### config.mk
export PLATFORM = sky130hd
export DESIGN_NAME = thermal_zone_alert
export DESIGN_NICKNAME = d
export VERILOG_FILES = /design/src/rtl/thz_pkg.sv /design/src/rtl/thz_quantizer.sv /design/src/rtl/thz_zone_reg.sv /design/src/rtl/thz_hyst.sv /design/src/rtl/thz_rd_port.sv /design/src/rtl/thermal_zone_alert.sv
export SDC_FILE = /design/constraint.sdc
export NUM_CORES = 1
export LEC_CHECK = 0
export ABC_AREA = 0
export CAP_MARGIN = 40
export CORE_ASPECT_RATIO = 0.5
export CORE_MARGIN = 8
export CORE_UTILIZATION = 25
export CTS_CLUSTER_DIAMETER = 60
export CTS_CLUSTER_SIZE = 16
export DETAILED_ROUTE_END_ITERATION = 7
export GPL_ROUTABILITY_DRIVEN = 0
export MAX_ROUTING_LAYER = met4
export SLEW_MARGIN = 40
export SYNTH_ARGS = -nofsm -noshare
export SYNTH_HDL_FRONTEND = slang
export SYNTH_SLANG_ARGS = --single-unit
### constraint.sdc
create_clock -name clk -period 1.1 [get_ports clk]
set_input_delay 0.11 -clock clk [delete_from_list [all_inputs] [get_ports clk]]
set_output_delay 0.11 -clock clk [all_outputs]
set_load 0.005 [all_outputs]
### src/rtl/thz_pkg.sv
package thz_pkg;

    localparam int ZONES_DEF     = 8;
    localparam int SMP_W_DEF     = 12;
    localparam int BASE_MV_DEF   = 1460;
    localparam int STEP_MV_DEF   = 55;
    localparam int HOT_BIT_DEF   = 7;
    localparam int ALERT_BIT_DEF = 6;

    // response kind of the read port
    typedef enum logic [1:0] {
        RESP_NONE = 2'd0,
        RESP_ACK  = 2'd1,
        RESP_REJ  = 2'd2
    } rd_resp_e;

    // hysteresis action chosen each cycle
    typedef enum logic [1:0] {
        HY_HOLD  = 2'd0,
        HY_SET   = 2'd1,
        HY_CLEAR = 2'd2
    } hyst_act_e;

    function automatic int zone_threshold(input int base_mv, input int step_mv, input int idx);
        return base_mv + step_mv * idx;
    endfunction

    function automatic hyst_act_e hyst_decide(input logic dis, input logic set_bit, input logic rel_bit);
        if (dis)           return HY_CLEAR;
        else if (set_bit)  return HY_SET;
        else if (!rel_bit) return HY_CLEAR;
        else               return HY_HOLD;
    endfunction

endpackage

### src/rtl/thz_quantizer.sv
module thz_quantizer
    import thz_pkg::*;
#(
    parameter int ZONES   = ZONES_DEF,
    parameter int SMP_W   = SMP_W_DEF,
    parameter int BASE_MV = BASE_MV_DEF,
    parameter int STEP_MV = STEP_MV_DEF
) (
    input  logic [SMP_W-1:0] mv,
    output logic [ZONES-1:0] therm
);
    // one comparator per zone step; thresholds rise monotonically so the
    // result is a thermometer pattern by nature of the comparisons
    for (genvar i = 0; i < ZONES; i++) begin : g_cmp
        localparam int TH = zone_threshold(BASE_MV, STEP_MV, i);
        assign therm[i] = (int'(mv) >= TH);
    end
endmodule

### src/rtl/thz_zone_reg.sv
module thz_zone_reg
    import thz_pkg::*;
#(
    parameter int ZONES = ZONES_DEF
) (
    input  logic             clk,
    input  logic             rst,
    input  logic             dis,
    input  logic             vld,
    input  logic [ZONES-1:0] therm,
    output logic [ZONES-1:0] zone
);
    always_ff @(posedge clk) begin
        if (rst || dis) begin
            zone <= '0;
        end else if (vld) begin
            zone <= therm;
        end
    end
endmodule

### src/rtl/thz_hyst.sv
module thz_hyst
    import thz_pkg::*;
#(
    parameter int ZONES   = ZONES_DEF,
    parameter int SET_BIT = HOT_BIT_DEF,
    parameter int REL_BIT = HOT_BIT_DEF - 1
) (
    input  logic             clk,
    input  logic             rst,
    input  logic             dis,
    input  logic [ZONES-1:0] zone,
    output logic             warn_n
);
    hyst_act_e act;
    logic      active;

    always_comb begin
        act = hyst_decide(dis, zone[SET_BIT], zone[REL_BIT]);
    end

    always_ff @(posedge clk) begin
        if (rst) begin
            active <= 1'b0;
        end else begin
            unique case (act)
                HY_SET:   active <= 1'b1;
                HY_CLEAR: active <= 1'b0;
                default:  active <= active;
            endcase
        end
    end

    assign warn_n = ~active;
endmodule

### src/rtl/thz_rd_port.sv
module thz_rd_port
    import thz_pkg::*;
#(
    parameter int ZONES = ZONES_DEF
) (
    input  logic             clk,
    input  logic             rst,
    input  logic             dis,
    input  logic             req,
    input  logic [ZONES-1:0] zone,
    output logic             ack,
    output logic             reject,
    output logic [ZONES-1:0] data
);
    rd_resp_e resp_d;
    rd_resp_e resp_q;

    always_comb begin
        if (!req)     resp_d = RESP_NONE;
        else if (dis) resp_d = RESP_REJ;
        else          resp_d = RESP_ACK;
    end

    always_ff @(posedge clk) begin
        if (rst) begin
            resp_q <= RESP_NONE;
            data   <= '0;
        end else begin
            resp_q <= resp_d;
            if (resp_d == RESP_ACK) begin
                data <= zone;
            end
        end
    end

    assign ack    = (resp_q == RESP_ACK);
    assign reject = (resp_q == RESP_REJ);
endmodule

### src/rtl/thermal_zone_alert.sv
module thermal_zone_alert
    import thz_pkg::*;
#(
    parameter int ZONES     = ZONES_DEF,
    parameter int SMP_W     = SMP_W_DEF,
    parameter int BASE_MV   = BASE_MV_DEF,
    parameter int STEP_MV   = STEP_MV_DEF,
    parameter int HOT_BIT   = HOT_BIT_DEF,
    parameter int ALERT_BIT = ALERT_BIT_DEF
) (
    input  logic             clk,
    input  logic             rst,
    input  logic [SMP_W-1:0] smp_mv,
    input  logic             smp_vld,
    input  logic             sense_off,
    input  logic             rd_req,
    output logic [ZONES-1:0] zone_q,
    output logic             hot_n,
    output logic             alert_n,
    output logic             stat_alert,
    output logic             rd_ack,
    output logic [ZONES-1:0] rd_data,
    output logic             rd_reject
);
    localparam int NWARN = 2;
    localparam int WARN_SET [NWARN] = '{HOT_BIT, ALERT_BIT};

    logic [ZONES-1:0] therm;
    logic [NWARN-1:0] warn_n;

    thz_quantizer #(
        .ZONES(ZONES), .SMP_W(SMP_W), .BASE_MV(BASE_MV), .STEP_MV(STEP_MV)
    ) u_quant (
        .mv    (smp_mv),
        .therm (therm)
    );

    thz_zone_reg #(.ZONES(ZONES)) u_zone (
        .clk   (clk),
        .rst   (rst),
        .dis   (sense_off),
        .vld   (smp_vld),
        .therm (therm),
        .zone  (zone_q)
    );

    // each warning sets on its own bit and releases on the bit below it
    for (genvar w = 0; w < NWARN; w++) begin : g_warn
        thz_hyst #(
            .ZONES(ZONES), .SET_BIT(WARN_SET[w]), .REL_BIT(WARN_SET[w] - 1)
        ) u_hyst (
            .clk    (clk),
            .rst    (rst),
            .dis    (sense_off),
            .zone   (zone_q),
            .warn_n (warn_n[w])
        );
    end

    assign hot_n      = warn_n[0];
    assign alert_n    = warn_n[1];
    assign stat_alert = ~warn_n[1];

    thz_rd_port #(.ZONES(ZONES)) u_rd (
        .clk    (clk),
        .rst    (rst),
        .dis    (sense_off),
        .req    (rd_req),
        .zone   (zone_q),
        .ack    (rd_ack),
        .reject (rd_reject),
        .data   (rd_data)
    );
endmodule

==> impl_metrics.json, run 1 <==
{
  "run_status": "complete, but fails checks",
  "failed_checks": "negative setup slack",
  "hpwl_mm": 2.58,
  "synth_seq_cells": 20,
  "ys_warn_count": 0,
  "path_delay_family": "flip-flops",
  "dp_slack_ns": -0.443,
  "remaining_drc_errors": 0,
  "grt_use_met3_pct": 2.47,
  "clock-sinks": 20,
  "slew_headroom_pct": 81.4,
  "initial_utilization_pct": 25.4,
  "whs_ns": 0.368,
  "crit_chain": "nand2b_4 -> and2_4 -> ha_4 -> nor2_2 -> a21oi_1 -> nor2_1",
  "gr-max-usage-layer": "met2",
  "syn_area_per_cell_um2": 9.07,
  "worst_slew_pin_slew_ns": 0.275,
  "grt_pass1_vias": 969,
  "hp-class": "input pin to register",
  "cp-start-kind": "register",
  "p_total_mw": 1.59,
  "place_area_mm2": 0.00162,
  "reg2regPathDepth": 6,
  "hold_viol_final": 0,
  "grt_max_degree": 12,
  "ys_async_sr_fraction_pct": 0,
  "critPathArrivalTime_ns": 1.29,
  "synth-seq-area-share_pct": 41.7,
  "grt_use_met1_pct": 11.8,
  "drive_gt1_share_pct": 32.4,
  "ys.flop_type": "dfxtp_1",
  "antenna_found_initial": 0,
  "tritoncts": "built",
  "ys_top_cells_by_area": "dfxtp_1, mux2i_1, nor2_1, a21oi_1, o21ai_0",
  "power_density_mw_per_mm2": 950,
  "overflow": 0,
  "cp_data_required_time_ns": 1.26,
  "core_mm2": 0.00378,
  "dieWidth_um": 104,
  "grt_use_met2_pct": 16.4,
  "p_int_mw": 1.19,
  "num-nets-final": 194,
  "maxCapViolations": 0,
  "routed_wl_mm": 3.10,
  "skew_ns": 0.00136,
  "synth.distinct_cells": 34,
  "cp-end-kind": "register",
  "htree_levels": 1,
  "drv_slew": 0,
  "io_buffers": 37,
  "leakagePower_nw": 0.800,
  "combPwrFrac_pct": 21.3,
  "num_vias": 1004,
  "cpPeakStageDelay_ns": 0.39,
  "area_growth_pct": 74.7,
  "design_area_mm2": 0.00168,
  "vdd_ir_drop_max_mv": 0.390,
  "clockBufferDepth": 2,
  "cp.buffers_inverters": 0,
  "synth_cells": 106,
  "setup-violations-final": 1,
  "netlist_area_um2": 961,
  "io_pins": 38,
  "syn_nets": 125,
  "fmax_ghz": 0.886,
  "clock_power_share_pct": 30.6,
  "row_count": 16,
  "clk_pin_slew_ns": 0.07,
  "yosysTopAreaCellShare_pct": 41.7,
  "mostFrequentLayoutCells": "dlygate4sd2_1, buf_4, nor2_1, dfxtp_1, mux2i_1",
  "critPathSlowestCell": "dfxtp_4",
  "grt_pass1_wl_mm": 4.84,
  "min_period_ns": 1.13,
  "layout_commonest_cell": "dlygate4sd2_1",
  "wl_per_cell_um": 13.7,
  "drt_iter0_drc": 51,
  "hold_depth": 4,
  "grt.total_usage_pct": 9.98,
  "cts_root_buf": "clkbuf_8",
  "drtAntennaViolNets": 0,
  "cts_buffers": 3,
  "path_class": "register to register",
  "worstSkewPairLatency_ns": 0.26,
  "swShare_pct": 25.5,
  "rsz0062_at_grt": "yes",
  "synth_edf_count": 0,
  "yosysTopAreaCell": "dfxtp_1",
  "die_y_um": 59.8,
  "critPathMaxFanout": 4,
  "diodes": 0,
  "vias_per_cell": 4.42,
  "post-route-period-util_pct": 103,
  "power_switching_mw": 0.407,
  "die_area_mm2": 0.00620,
  "p_seq_share_pct": 48.1,
  "drt-pass1-iter-count": 4,
  "fin_ws_ns": -0.0292,
  "crit_cells": 6
}
[power by group through the flow]
stage	clock network, mW	logic, mW	registers [mW]
6_report	0.487	0.340	0.767
5_1_grt	0.534	0.370	0.770
4_1_cts	0.500	0.329	0.766
3_5_place_dp	0	0.353	0.784
3_3_place_gp	0	0.347	0.783
2_1_floorplan	0	0.108	0.783
[cell type report]
cell class,count,area (um2)
multi-input combinational,79,577
timing repair buffer,67,566
tap,54,67.6
fill,363,2100
clock buffer,3,41.3
inverter,4,15.0
sequential,20,413
[registers in the layout, summed over array words and instances (netlist names)]
| signal | cells |
|---|---|
| g_warn.u_hyst.active | 2 |
| u_zone.zone | 8 |
| u_rd.data | 8 |
| u_rd.resp_q | 2 |
[logic make-up after synthesis]
logic type,synth area share [%]
buffers and inverters,2.86
AO/OA/AOI/OAI,21.2
multiplexers,8.33
AND/OR/NAND/NOR,23.3
flip-flops,41.7
adder cells (fa/ha/maj),2.60
[layer usage]
metal,vias up,share of wire (%)
met4,0,1.5
met5,-,0
li1,521,-
met3,7,3.8
met2,24,46
met1,452,49
[final timing paths]
path | start | end | slack (ns)
min | smp_mv[6] | u_zone.zone[5] | 0.37
min reg2reg | u_rd.data[5] | u_rd.data[5] | 0.49
max reg2reg | u_zone.zone[6] | g_warn[0].u_hyst.active | -0.03
max | u_zone.zone[6] | g_warn[0].u_hyst.active | -0.03
[cell usage after synthesis, drive strengths merged (3+ instances only)]
library cell / count
a211o: 3
a21oi: 8
and2: 3
dfxtp: 20
inv: 4
mux2i: 8
nand2: 3
nand2b: 3
nand3: 5
nor2: 15
nor2b: 3
o21ai: 7
[per-stage QoR]
stage	utilization, %	TNS (ns)	std cells
2_1_floorplan	-	-0.0265	106
3_5_place_dp	42.8	-6.48	223
3_3_place_gp	42.8	-6.23	223
5_1_grt	44.4	-0.143	227
4_1_cts	43.7	-0.110	227
6_report	44.4	-0.0292	227
[timing repair]
action,4_1_cts,5_1_grt
pin swaps,6,3
setup endpoints to repair,39,6
gates cloned,0,0
hold buffers,0,0
resized for setup,45,10
buffers inserted,1,0
[worst reg2reg max path: cells and delay by family, from the launching register on]
family                   cells  cell delay (ns)
AND/OR/NAND/NOR              4             0.28
flip-flops                   1             0.39
AO/OA/AOI/OAI                1             0.10
adder cells (fa/ha/maj)      1             0.26
Power figures use the tool's default switching activity.
==> inputs of run 2 (changes only) <==
GPL_TIMING_DRIVEN = 0   (was not set)
==> impl_metrics.json, run 2 (synthesis gave the netlist of run 1 again) <==
{
  "reg_top3": "u_rd.data: 8 flops, u_zone.zone: 8 flops",
  "failed_checks": "negative setup slack",
  "remaining_drc_errors": 0,
  "grt.total_usage_pct": 8.81,
  "regArea_um2": 413,
  "slew_headroom_pct": 69.9,
  "num_vias": 918,
  "cpPeakStageDelay_ns": 0.36,
  "clock-sinks": 20,
  "row_count": 16,
  "grt_pass1_vias": 887,
  "critPathSlowestCell": "dfxtp_4",
  "worst_slew_pin_slew_ns": 0.452,
  "worstSkewPairLatency_ns": 0.25,
  "drtAntennaViolNets": 0,
  "vdd_ir_drop_max_mv": 0.558,
  "tritoncts": "built",
  "diodes": 0,
  "vias_per_cell": 4.52,
  "drt_iter0_drc": 90,
  "fmax_ghz": 0.824,
  "critPathMaxFanout": 4,
  "hp-class": "input pin to register",
  "die_y_um": 59.8,
  "cp-start-kind": "register",
  "cp.buffers_inverters": 1,
  "num-nets-final": 170,
  "cp_data_required_time_ns": 1.23,
  "rsz0062_at_grt": "yes",
  "setup-tns-final_ns": -0.184,
  "overflow": 0,
  "fin_ws_ns": -0.114,
  "core_mm2": 0.00378,
  "drt-pass1-iter-count": 4,
  "maxCapViolations": 0,
  "path_delay_family": "flip-flops",
  "antenna_found_initial": 0,
  "setup-violations-final": 2,
  "cts_root_buf": "clkbuf_8",
  "cp-end-kind": "register",
  "cts_buffers": 3,
  "multiInputGateArea_um2": 584,
  "drv_slew": 0,
  "critPathArrivalTime_ns": 1.34,
  "initial_utilization_pct": 25.4,
  "run_status": "complete, but fails checks",
  "hold_viol_final": 0,
  "dieWidth_um": 104,
  "leakagePower_nw": 0.682,
  "grt_pass1_wl_mm": 4.28,
  "fillers": 384,
  "dp_slack_ns": -0.500,
  "cts-hold-fix-buffers": 0,
  "die_area_mm2": 0.00620,
  "io_pins": 38,
  "clockBufferDepth": 2,
  "routed_wl_mm": 2.83,
  "mostFrequentLayoutCells": "dlygate4sd2_1, nor2_1, dfxtp_1, mux2i_1",
  "path_class": "register to register",
  "hpwl_mm": 2.14,
  "clk_pin_slew_ns": 0.07,
  "power_density_mw_per_mm2": 1010,
  "p_total_mw": 1.50,
  "area_growth_pct": 55.1,
  "grt_max_degree": 11,
  "layout_commonest_cell": "dlygate4sd2_1",
  "post-route-period-util_pct": 110,
  "min_period_ns": 1.21,
  "crit_chain": "buf_6 -> o21bai_1 -> ha_1 -> a21oi_2 -> nor2_1",
  "io_buffers": 36,
  "htree_levels": 1,
  "drive_gt1_share_pct": 21.5,
  "wl_per_cell_um": 13.9,
  "skew_ns": 0.00373
}
run 2: cell count changes in the layout (fill, tap and decap cells not counted), moves of 2 or more:
cell,change
a21oi_2,+2
dlygate4sd2_1,+2
buf_4,-26
clkbuf_1,+2
a21oi_1,-2
run 2: cell type report:
cell class              count  share of cell area [%]
multi-input cells          79                    39.2
well taps                  54                    4.53
clock buffers               3                    2.77
repair buffers             40                    23.8
flip-flops and latches     20                    27.7
inverters                   4                    1.01
plain buffers               3                    1.01
run 2: metrics by stage:
stage	instance area, um2	cells	utilization, %	hold slack, ns
after floorplan	963	106	-	0.182
after global placement	1390	196	36.8	0.473
after detailed placement	1390	196	36.8	0.481
after CTS	1470	203	38.9	0.309
after global routing	1490	203	39.4	0.335
final	1490	203	39.4	0.320
run 2: repair_timing:
| action | in CTS | in global routing |
|---|---|---|
| buffers inserted | 4 | 0 |
| gates resized for setup | 49 | 7 |
| endpoints found under the setup margin | 39 | 7 |
| pin swaps | 8 | 6 |
| cloned | 0 | 0 |
run 2: per-layer routing:
metal  wire, um  GRT usage [%]
met2       1330           14.6
met3         64           2.37
met4         19           1.83
met5          0              -
met1       1420           10.7
run 2: worst min-delay path, delay by kind of cell:
kind / cells / cell delay (ns)
buffers and inverters: 1 / 0.16
AO/OA/AOI/OAI: 2 / 0.26
run 2: path summary, 6_finish.rpt:
check | to | cells past startpoint | startpoint | slack [ns]
setup / recovery | g_warn[1].u_hyst.active | 5 | u_zone.zone[6] | -0.11
hold / removal | u_zone.zone[7] | 3 | smp_mv[3] | 0.32
setup reg to reg | g_warn[1].u_hyst.active | 5 | u_zone.zone[6] | -0.11
hold reg to reg | u_rd.data[6] | 2 | u_rd.data[6] | 0.49
run 2: where the power goes:
part | total (mW) | internal (mW) | switching, mW
Clock | 0.463 | 0.243 | 0.219
Sequential | 0.770 | 0.751 | 0.0196
Combinational | 0.267 | 0.135 | 0.132
Total | 1.50 | 1.13 | 0.371
